<file path="config.mk">
export PLATFORM = sky130hd
export DESIGN_NAME = rb_sgn_mul
export DESIGN_NICKNAME = d
export VERILOG_FILES = /design/src/rtl/rb_mul_pkg.sv /design/src/rtl/rb_half_to_tc.sv /design/src/rtl/rb_pp_gen.sv /design/src/rtl/rb_cf_add.sv /design/src/rtl/rb_sgn_mul.sv
export SDC_FILE = /design/constraint.sdc
export NUM_CORES = 1
export LEC_CHECK = 0
export BUFFER_PORTS_ARGS = -buffer_cell sky130_fd_sc_hd__buf_2
export CAP_MARGIN = 20
export CORE_UTILIZATION = 43
export CTS_CLUSTER_SIZE = 25
export DETAILED_ROUTE_END_ITERATION = 16
export HOLD_SLACK_MARGIN = 0.15
export PLACE_DENSITY_LB_ADDON = 0.25
export RECOVER_POWER = 25
export SLEW_MARGIN = 20
export SYNTH_ARGS = -nofsm -noshare
export SYNTH_HDL_FRONTEND = slang
export SYNTH_SLANG_ARGS = --single-unit
</file>
<file path="constraint.sdc">
create_clock -name clk -period 0.8 [get_ports clk]
set_clock_uncertainty 0.15 [all_clocks]
set_input_delay 0.04 -clock clk [delete_from_list [all_inputs] [get_ports clk]]
set_output_delay 0.04 -clock clk [all_outputs]
set_load 0.05 [all_outputs]
</file>
<file path="src/rtl/rb_mul_pkg.sv">
package rb_mul_pkg;

    // Weighted value of a redundant-binary word held in two bit vectors.
    function automatic int rb_value(input logic [31:0] pos, input logic [31:0] neg);
        int acc;
        acc = 0;
        for (int i = 0; i < 31; i++) begin
            acc += (int'(pos[i]) - int'(neg[i])) * (1 << i);
        end
        return acc;
    endfunction

    function automatic int abs_int(input int v);
        return (v < 0) ? -v : v;
    endfunction

endpackage

</file>
<file path="src/rtl/rb_half_to_tc.sv">
module rb_half_to_tc #(
    parameter int HALF = 2
) (
    input  logic [HALF-1:0]        pos,
    input  logic [HALF-1:0]        neg,
    output logic signed [HALF:0]   tc
);
    localparam int LIMIT = (1 << HALF) - 1;

    // Each half is converted on its own: no carry enters or leaves.
    always_comb begin
        tc = $signed({1'b0, pos}) - $signed({1'b0, neg});
        a_r3_half_range: assert (int'(tc) <= LIMIT && int'(tc) >= -LIMIT)
            else $error("half value out of range");
    end
endmodule

</file>
<file path="src/rtl/rb_pp_gen.sv">
module rb_pp_gen #(
    parameter int HALF = 2
) (
    input  logic [HALF-1:0]   a_pos,
    input  logic [HALF-1:0]   a_neg,
    input  logic [HALF-1:0]   b_pos,
    input  logic [HALF-1:0]   b_neg,
    output logic [2*HALF-1:0] pp_pos,
    output logic [2*HALF-1:0] pp_neg
);
    import rb_mul_pkg::*;

    localparam int PPW    = 2 * HALF;
    localparam int PP_MAX = ((1 << HALF) - 1) * ((1 << HALF) - 1);

    logic signed [HALF:0]  ta;
    logic signed [HALF:0]  tb;
    logic signed [PPW+1:0] prod;
    logic        [PPW+1:0] mag;

    rb_half_to_tc #(.HALF(HALF)) u_cvt_a (.pos(a_pos), .neg(a_neg), .tc(ta));
    rb_half_to_tc #(.HALF(HALF)) u_cvt_b (.pos(b_pos), .neg(b_neg), .tc(tb));

    // Signed product of the two small halves, re-encoded as sign and magnitude.
    always_comb begin
        prod = ta * tb;
        mag  = prod[PPW+1] ? unsigned'(-prod) : unsigned'(prod);
        pp_pos = prod[PPW+1] ? '0 : mag[PPW-1:0];
        pp_neg = prod[PPW+1] ? mag[PPW-1:0] : '0;
    end

    always_comb begin
        a_r3_pp_bound: assert (mag[PPW+1:PPW] == 2'b00 &&
                               abs_int(rb_value(32'(pp_pos), 32'(pp_neg))) <= PP_MAX)
            else $error("partial product magnitude too large");
    end
endmodule

</file>
<file path="src/rtl/rb_cf_add.sv">
module rb_cf_add #(
    parameter int W = 9
) (
    input  logic [W-1:0] x_pos,
    input  logic [W-1:0] x_neg,
    input  logic [W-1:0] y_pos,
    input  logic [W-1:0] y_neg,
    output logic [W-1:0] z_pos,
    output logic [W-1:0] z_neg
);
    logic signed [1:0] dx [W];
    logic signed [1:0] dy [W];
    logic signed [2:0] sm [W];
    logic              nn [W];
    logic signed [1:0] s  [W];
    logic signed [1:0] c  [W+1];
    logic signed [2:0] z  [W];

    // Step 1: digit sums and lower-neighbour sign flags.
    always_comb begin
        for (int i = 0; i < W; i++) begin
            dx[i] = $signed({1'b0, x_pos[i]}) - $signed({1'b0, x_neg[i]});
            dy[i] = $signed({1'b0, y_pos[i]}) - $signed({1'b0, y_neg[i]});
            sm[i] = {dx[i][1], dx[i]} + {dy[i][1], dy[i]};
        end
        nn[0] = 1'b1;
        for (int i = 1; i < W; i++) begin
            nn[i] = !dx[i-1][1] && !dy[i-1][1];
        end
    end

    // Step 2: intermediate sum and carry. The carry choice looks only at
    // the digit pair one position below.
    always_comb begin
        c[0] = 2'sd0;
        for (int i = 0; i < W; i++) begin
            case (sm[i])
                3'sd2:  begin c[i+1] = 2'sd1;  s[i] = 2'sd0; end
                -3'sd2: begin c[i+1] = -2'sd1; s[i] = 2'sd0; end
                3'sd1:  begin
                    c[i+1] = nn[i] ? 2'sd1 : 2'sd0;
                    s[i]   = nn[i] ? -2'sd1 : 2'sd1;
                end
                -3'sd1: begin
                    c[i+1] = nn[i] ? 2'sd0 : -2'sd1;
                    s[i]   = nn[i] ? -2'sd1 : 2'sd1;
                end
                default: begin c[i+1] = 2'sd0; s[i] = 2'sd0; end
            endcase
        end
    end

    // Step 3: final digit is sum plus incoming carry, with no further carry.
    always_comb begin
        for (int i = 0; i < W; i++) begin
            z[i]     = {s[i][1], s[i]} + {c[i][1], c[i]};
            z_pos[i] = (z[i] == 3'sd1);
            z_neg[i] = (z[i] == -3'sd1);
            a_r4_digit_range: assert (z[i] != 3'sd2 && z[i] != -3'sd2)
                else $error("adder digit %0d out of range", i);
        end
        a_r7_no_overflow: assert (!((dx[W-1] == 2'sd0) && (dy[W-1] == 2'sd0)) || (c[W] == 2'sd0))
            else $error("carry lost from top digit");
    end
endmodule

</file>
<file path="src/rtl/rb_sgn_mul.sv">
module rb_sgn_mul #(
    parameter int DIGITS  = 4,
    parameter bit REG_OUT = 1'b1
) (
    input  logic                  clk,
    input  logic                  rst_n,
    input  logic [DIGITS-1:0]     a_plus,
    input  logic [DIGITS-1:0]     a_minus,
    input  logic [DIGITS-1:0]     b_plus,
    input  logic [DIGITS-1:0]     b_minus,
    output logic [2*DIGITS:0]     p_plus,
    output logic [2*DIGITS:0]     p_minus
);
    import rb_mul_pkg::*;

    localparam int HALF    = DIGITS / 2;
    localparam int PPW     = 2 * HALF;
    localparam int CW      = PPW + 1;
    localparam int PW      = 2 * DIGITS + 1;
    localparam int PAD_TOP = PW - CW - HALF;
    localparam int MAXMAG  = ((1 << DIGITS) - 1) * ((1 << DIGITS) - 1);

    // Quadrant q: bit 1 selects the half of A, bit 0 selects the half of B.
    logic [PPW-1:0] pp_pos [4];
    logic [PPW-1:0] pp_neg [4];

    for (genvar q = 0; q < 4; q++) begin : g_quad
        localparam int AOFF = ((q >> 1) & 1) * HALF;
        localparam int BOFF = (q & 1) * HALF;
        rb_pp_gen #(.HALF(HALF)) u_pp (
            .a_pos  (a_plus [AOFF +: HALF]),
            .a_neg  (a_minus[AOFF +: HALF]),
            .b_pos  (b_plus [BOFF +: HALF]),
            .b_neg  (b_minus[BOFF +: HALF]),
            .pp_pos (pp_pos[q]),
            .pp_neg (pp_neg[q])
        );
    end

    // Cross products share weight 2^HALF: add them first.
    logic [CW-1:0] cross_pos, cross_neg;
    rb_cf_add #(.W(CW)) u_add_cross (
        .x_pos ({1'b0, pp_pos[1]}),
        .x_neg ({1'b0, pp_neg[1]}),
        .y_pos ({1'b0, pp_pos[2]}),
        .y_neg ({1'b0, pp_neg[2]}),
        .z_pos (cross_pos),
        .z_neg (cross_neg)
    );

    // Low-by-low at offset 0 and high-by-high at offset DIGITS do not overlap.
    logic [PW-1:0] outer_pos, outer_neg, mid_pos, mid_neg;
    always_comb begin
        outer_pos = {1'b0, pp_pos[3], pp_pos[0]};
        outer_neg = {1'b0, pp_neg[3], pp_neg[0]};
        mid_pos   = {{PAD_TOP{1'b0}}, cross_pos, {HALF{1'b0}}};
        mid_neg   = {{PAD_TOP{1'b0}}, cross_neg, {HALF{1'b0}}};
    end

    logic [PW-1:0] sum_pos, sum_neg;
    rb_cf_add #(.W(PW)) u_add_final (
        .x_pos (outer_pos),
        .x_neg (outer_neg),
        .y_pos (mid_pos),
        .y_neg (mid_neg),
        .z_pos (sum_pos),
        .z_neg (sum_neg)
    );

    always_comb begin
        a_r2_value: assert (rb_value(32'(sum_pos), 32'(sum_neg)) ==
                            rb_value(32'(a_plus), 32'(a_minus)) * rb_value(32'(b_plus), 32'(b_minus)))
            else $error("product value mismatch");
        a_r7_range: assert (abs_int(rb_value(32'(sum_pos), 32'(sum_neg))) <= MAXMAG)
            else $error("product out of range");
    end

    if (REG_OUT) begin : g_reg
        always_ff @(posedge clk or negedge rst_n) begin
            if (!rst_n) begin
                p_plus  <= '0;
                p_minus <= '0;
            end else begin
                p_plus  <= sum_pos;
                p_minus <= sum_neg;
            end
        end

        a_r6_one_cycle: assert property (@(posedge clk) disable iff (!rst_n)
            1'b1 |=> (rb_value(32'(p_plus), 32'(p_minus)) ==
                      $past(rb_value(32'(a_plus), 32'(a_minus)) * rb_value(32'(b_plus), 32'(b_minus)))))
            else $error("registered product wrong");

        a_r4_no_both: assert property (@(posedge clk) disable iff (!rst_n)
            1'b1 |=> ((p_plus & p_minus) == '0))
            else $error("product digit encoded as both bits");
    end else begin : g_comb
        always_comb begin
            p_plus  = sum_pos;
            p_minus = sum_neg;
        end
    end
endmodule

</file>
==> impl_metrics.json, run 1 <==
{
  "synth_top_family_by_area": "adder cells",
  "die_h_um": 93.72,
  "drive_gt1_frac": 0.5000,
  "start_kind": "primary input",
  "die_w_um": 93.72,
  "grt_max_degree": 18,
  "first_pass_iters": 6,
  "muxShareOfSynthArea": 0.009685,
  "gp_congestion": 0.7885,
  "fin_tns_setup_ns": -86.13,
  "avgViaCountPerCell": 4.802,
  "fmax_mhz": 141.0,
  "start_util": 0.4425,
  "ios": 36,
  "nets": 668,
  "antenna_found_initial": 0,
  "synth-xor-area-share": 0.09720,
  "drc": 0,
  "cts_tree": "yes",
  "async_flop_share": 1.000,
  "crit_required_ns": 0.79,
  "grt_pass1_vias": 3391,
  "dieArea_mm2": 0.008783,
  "synth_fa_ha_area_frac": 0.4483,
  "yosysTopAreaCell": "fa_1",
  "drv_cap": 0,
  "cts_buffers": 3,
  "num_rows": 33,
  "root_buffer": "clkbuf_8",
  "coreArea_mm2": 0.008175,
  "clk_pin_slew_ns": 0.07,
  "ys_seq_area_frac": 0.1176,
  "area_growth_pct": 54.44,
  "layout_common_cells": "98 x buf_4, 39 x buf_6, 37 x inv_1, 32 x nand2_1, 31 x ha_1",
  "ys.flop_type": "dfrtp_1",
  "rsz0062_at_grt": "true",
  "port_buffers": 34,
  "fin_ws_ns": -6.294,
  "synth_edf_count": 0,
  "synth_top_area_frac": 0.2380,
  "diodes": 0,
  "final_antenna_net_count": 0,
  "drt_iter0_markers": 50,
  "wl_per_cell_um": 12.38,
  "hold_class": "in2async",
  "synth_seq_cells": 17,
  "critical_path_class": "in2reg",
  "ys_warn_count": 0,
  "failed_checks": "negative setup slack",
  "htree_levels": 1,
  "period_minus_slack_ns": 7.094,
  "place_hpwl_um": 6392,
  "ys_top_cells_by_area": "fa_1 24%, ha_1 21%, dfrtp_1 12%",
  "cts_buffer_depth": 2,
  "synthSimpleGateAreaFrac": 0.1920,
  "syn_avg_cell_area_um2": 9.181,
  "final_common_cell": "buf_4",
  "cp_max_fo": 5,
  "netlist_area_mm2": 0.003617,
  "num_vias": 3126,
  "critPathCapture": "p_minus[5]",
  "track_usage": 0.1951,
  "setup_viol": 33,
  "grt_overflow": 0,
  "fin_crit_sh": 8.867,
  "critical-path-max-stage-delay_ns": 0.59,
  "hold_viol": 0,
  "critPathCaptureType": "register",
  "crit_path_frequent_cell": "inv_2",
  "grt_pass1_wl_um": 13880,
  "routed_wl_um": 8059,
  "drv_slew": 0,
  "synth_cells": 394,
  "clock_sinks": 17,
  "postCtsHoldBufs": 1,
  "syn_nets": 515,
  "critPathLaunch": "a_plus[0]",
  "cp.arrival_ns": 7.09,
  "synth-compound-area-share": 0.06883,
  "ys_types": 44,
  "outcome": "complete, but fails checks",
  "slowest_stage": "fa_2"
}
[area by class of cell]
cell class              count  area [µm²]
well taps                 105       131.4
repair buffers            149        1260
multi-input cells         315        3478
flip-flops and latches     17       425.4
fillers                   626        2589
clock buffers               4       45.04
inverters                  61       246.5
[sequential cells by signal, summed over array words and instances, names as in the netlist]
register / cells
p_minus: 9
p_plus: 8
[synthesized netlist by cell type, drive strengths merged, types with 6 or more instances]
master and instances:
xor2 10, dfrtp 17, and3 7, fa 43, and2 10, o21ai 17, ha 60, a21oi 9
nor2 30, nand3 11, and3b 6, nand2b 11, nand2 40, inv 61, xnor2 18
[worst min-delay path by stage]
stage                  to  cells after the start
2_1_floorplan  p_minus[0]                      0
6_report        p_plus[8]                      2
3_5_place_dp    p_plus[8]                      1
5_1_grt         p_plus[8]                      2
4_1_cts         p_plus[8]                      2
3_3_place_gp    p_plus[8]                      1
[metrics by stage]
stage / hold WS (ns) / setup slack (ns) / std cells / cell area, µm² / util
6_report: 0.08654 / -6.294 / 651 / 5587 / 0.6833
4_1_cts: 0.1054 / -6.258 / 647 / 5360 / 0.6556
3_3_place_gp: -0.1807 / -6.495 / 626 / 4773 / 0.5839
3_5_place_dp: -0.1609 / -6.670 / 626 / 4773 / 0.5839
5_1_grt: 0.1389 / -6.521 / 651 / 5587 / 0.6833
2_1_floorplan: -0.4056 / -6.216 / 394 / 3774 / -
[worst max-delay path, delay by kind of cell]
family | cells | cell delay, ns
compound gates | 1 | 0.19
buf+inv | 9 | 0.52
xor+xnor | 4 | 0.64
fa+ha+maj | 14 | 4.70
simple gates | 6 | 0.97
[per-layer routing]
layer,up-vias,track usage,routed length (µm)
li1,1570,-,-
met1,1513,0.2263,3331
met2,35,0.3887,4510
met3,8,0.02427,156
met4,0,0.01795,60
met5,-,0,0
[logic make-up after synthesis]
logic type | after synthesis
and+or+nand+nor | 137
adders and majority gates | 104
buffers and inverters | 62
AOI/OAI and AO/OA | 38
xor gates and xnor gates | 32
DFF | 17
muxes | 3
other | 1
[timing repair]
action	CTS	global route
hold endpoints to repair	17	17
pin swaps	40	38
setup endpoints to repair	34	34
resized for setup	123	41
buffers inserted	17	5
Power of run 1 is left out: the tool's default activity adds up to more than one toggle a clock period on the data nets, which glitch-free logic cannot reach.
==> inputs of run 2 (changes only) <==
Settings changed: CTS_BUF_LIST from default to sky130_fd_sc_hd__clkbuf_4.
==> run 2 against run 1 <==
Against the previous run:
- the flow still finishes with violations (negative setup slack)
- global-route usage shrank 0.094 points
- wire length grew 4.0%
- count of clock-buffer cells in the layout is the same
- non-clock buffer count is the same
- largest cell class unchanged
- critical path depth shrank 1
==> impl_metrics.json, run 2 (synthesized netlist as in run 1, its figures left out) <==
{
  "outcome": "complete, but fails checks",
  "failed_checks": "negative setup slack",
  "drv_slew": 0,
  "drv_cap": 0,
  "fin_tns_setup_ns": -85.58,
  "final_antenna_net_count": 0,
  "gp_congestion": 0.7885,
  "clock_sinks": 17,
  "critical_path_class": "in2reg",
  "place_ws_ns": -6.670,
  "nets": 668,
  "layout_common_cells": "96 x buf_4, 41 x buf_6, 37 x inv_1, 30 x nand2_1, 30 x fa_1",
  "critical-path-max-stage-delay_ns": 0.54,
  "num_vias": 3124,
  "period_minus_slack_ns": 6.956,
  "cts_tree": "yes",
  "setup_viol": 33,
  "place_hpwl_um": 6392,
  "start_kind": "primary input",
  "hold_viol": 0,
  "grt_pass1_wl_um": 13820,
  "grt_overflow": 0,
  "drc": 0,
  "top_register": "p_minus",
  "port_buffers": 34,
  "start_util": 0.4425,
  "area_growth_pct": 57.00,
  "wl_per_cell_um": 12.88,
  "crit_family": "adder cells",
  "dieArea_mm2": 0.008783,
  "clk_pin_slew_ns": 0.09,
  "fin_crit_sh": 8.696,
  "die_w_um": 93.72,
  "root_buffer": "clkbuf_4",
  "postCtsHoldBufs": 1,
  "fin_util": 0.6947,
  "crit_required_ns": 0.83,
  "cts_buffer_depth": 2,
  "grt_pass1_vias": 3357,
  "rsz0062_at_grt": "true",
  "grt_max_degree": 18,
  "fin_hold_ws_ns": 0.06320,
  "critPathCaptureType": "register",
  "fmax_mhz": 143.8,
  "first_pass_iters": 6,
  "final_common_cell": "buf_4",
  "antenna_found_initial": 0,
  "ios": 36,
  "cp.arrival_ns": 6.99,
  "track_usage": 0.1941,
  "top_regs": "p_minus x9, p_plus x8",
  "cts_buffers": 3,
  "htree_levels": 1,
  "die_h_um": 93.72,
  "hold_class": "in2async",
  "avgViaCountPerCell": 4.799,
  "num_rows": 33,
  "crit_buf_inv": 8,
  "drt_iter0_markers": 50,
  "slowest_stage": "fa_2",
  "largest_reg_flops": 9,
  "cp_max_fo": 4,
  "routed_wl_um": 8384,
  "coreArea_mm2": 0.008175,
  "drive_gt1_frac": 0.5055,
  "diodes": 0,
  "fin_ws_ns": -6.156
}
-- run 2: changes by cell type in the layout (fill, tap and decap cells not counted), moves of 3 or more --
| cell | delta |
|---|---|
| nor2_2 | -3 |
| clkbuf_8 | -3 |
| ha_4 | +7 |
| ha_1 | -3 |
| ha_2 | -4 |
| clkbuf_4 | +4 |
-- run 2: per-stage QoR --
stage / cell area (µm²) / instances
after global routing: 5679 / 651
after floorplan: 3774 / 394
final: 5679 / 651
after global placement: 4773 / 626
after CTS: 5278 / 643
after detailed placement: 4773 / 626
-- run 2: cell type report --
class	count	area (µm²)
multi-input combinational	315	3583
fill	603	2496
timing repair buffer	149	1257
sequential	17	425.4
inverter	61	251.5
tap	105	131.4
clock buffer	4	30.03
-- run 2: routing by layer --
metal / wire [µm] / GRT usage / up-vias / part of all wire
li1: - / - / 1571 / -
met1: 3497 / 0.2318 / 1513 / 0.42
met2: 4712 / 0.3820 / 34 / 0.56
met3: 121 / 0.02346 / 6 / 0.014
met4: 53 / 0.01282 / 0 / 0.0063
met5: 0 / 0 / - / 0
-- run 2: how the worst max path moves through the flow --
stage | start | endpoint | slack, ns | depth (start not counted)
final | b_plus[2] | p_minus[4] | -6.16 | 33
after global routing | b_plus[2] | p_minus[4] | -6.38 | 34
after global placement | b_plus[2] | p_minus[4] | -6.50 | 32
after CTS | b_plus[2] | p_minus[5] | -6.23 | 34
after floorplan | a_plus[0] | p_minus[4] | -6.22 | 31
after detailed placement | a_plus[0] | p_minus[4] | -6.67 | 32
-- run 2: timing repair --
item | CTS | global route
endpoints found under the hold margin | 18 | 18
buffers inserted | 13 | 8
pin swaps | 54 | 39
gates resized for setup | 101 | 72
setup endpoints to repair | 33 | 33
Power of run 2 is left out for the same reason.
==> inputs of run 3 (changes only) <==
Clock period 0.8 ns to 8.9 ns, I/O delays scaled along.
==> run 3 against run 2 <==
Against the previous run:
- the run now ends clean
- final area decreased by 30%
- sequential cell count unchanged
- via count shrank 17%
- non-clock buffer count shrank 114
- wire length decreased by 29%
- critical path depth is 1 lower
- utilization decreased by 21 points
- cell count decreased by 18%
- setup slack gained 7.0 ns
- first-iteration DRC count is 20% lower
- die area is the same
- sequential share of layout area increased by 3.3 points
==> impl_metrics.json, run 3 (synthesized netlist as in run 1, its figures left out) <==
{
  "grt_max_degree": 18,
  "nets": 554,
  "root_buffer": "clkbuf_4",
  "rsz0062_at_grt": "false",
  "routed_wl_um": 5949,
  "htree_levels": 1,
  "dieArea_mm2": 0.008783,
  "drive_gt1_frac": 0.1157,
  "num_vias": 2599,
  "clock_sinks": 17,
  "drt_iter0_markers": 40,
  "grt_pass1_wl_um": 10410,
  "gp_congestion": 0.7981,
  "top_regs": "p_minus x9, p_plus x8",
  "antenna_found_initial": 0,
  "fmax_mhz": 124.8,
  "place_hpwl_um": 5282,
  "fin_crit_sh": 0.9004,
  "dpl_cell_area_mm2": 0.003911,
  "grt_overflow": 0,
  "critical-path-max-stage-delay_ns": 0.56,
  "critical_path_class": "in2reg",
  "fin_tns_setup_ns": 0,
  "layout_common_cells": "60 x inv_1, 60 x ha_1, 43 x fa_1, 40 x nand2_1, 33 x buf_2",
  "num_rows": 33,
  "critPathCaptureType": "register",
  "hold_class": "in2reg",
  "first_pass_iters": 4,
  "coreArea_mm2": 0.008175,
  "clk_pin_slew_ns": 0.10,
  "largest_reg_flops": 9,
  "setup_viol": 0,
  "cts_setup_buffers": 0,
  "top_register": "p_minus",
  "tightest_slew_ns": 0.8938,
  "port_buffers": 34,
  "cp.arrival_ns": 8.06,
  "cts_buffers": 3,
  "final_antenna_net_count": 0,
  "drv_slew": 0,
  "hold_viol": 0,
  "die_h_um": 93.72,
  "cts_tree": "yes",
  "drc": 0,
  "fin_util": 0.4829,
  "start_util": 0.4425,
  "ios": 36,
  "wl_per_cell_um": 11.08,
  "start_kind": "primary input",
  "crit_family": "adder cells",
  "diodes": 0,
  "crit_buf_inv": 7,
  "crit_required_ns": 8.94,
  "final_area_mm2": 0.003948,
  "grt_pass1_vias": 2518,
  "area_growth_pct": 9.132,
  "cts_buffer_depth": 2,
  "track_usage": 0.1453,
  "cp_max_fo": 7,
  "slowest_stage": "fa_1",
  "die_w_um": 93.72,
  "slew_headroom": 0.4041,
  "drv_cap": 0,
  "avgViaCountPerCell": 4.840,
  "period_minus_slack_ns": 8.013,
  "outcome": "complete, no violations",
  "fin_hold_ws_ns": 0.4547
}
-- run 3: layout make-up --
cell class / instances / area [µm²]
clock buffer: 3 / 22.52
fill: 811 / 4228
multi-input combinational: 315 / 2955
tap: 105 / 131.4
timing repair buffer: 35 / 178.9
clock inverter: 1 / 5.005
sequential: 17 / 425.4
inverter: 61 / 229.0
-- run 3: worst paths after layout --
check | start | to | slack (ns) | depth (start not counted)
hold / removal | b_minus[0] | p_minus[0] | 0.45 | 3
max in group asynchronous | rst_n | p_minus[0] | 7.43 | 2
setup / recovery | a_plus[2] | p_minus[4] | 0.89 | 32
min in group asynchronous | rst_n | p_plus[4] | 0.63 | 2
-- run 3: metal layers --
layer / up-vias / wire length (µm) / global-route usage
met5: - / 0 / 0
met4: 0 / 51 / 0.03462
met3: 4 / 100 / 0.01214
met2: 29 / 2887 / 0.2561
met1: 1233 / 2909 / 0.1920
li1: 1333 / - / -
-- run 3: per-stage QoR --
stage	setup slack [ns]	instances
3_5_place_dp	0.5315	532
5_1_grt	0.4778	537
2_1_floorplan	1.169	394
3_3_place_gp	0.7214	532
4_1_cts	0.8630	537
6_report	0.8867	537
-- run 3: repair_timing --
action,4_1_cts,5_1_grt
hold endpoints to repair,17,0
endpoints found under the setup margin,0,0
gates resized for setup,0,0
hold buffers,1,0
Power of run 3 is left out for the same reason.
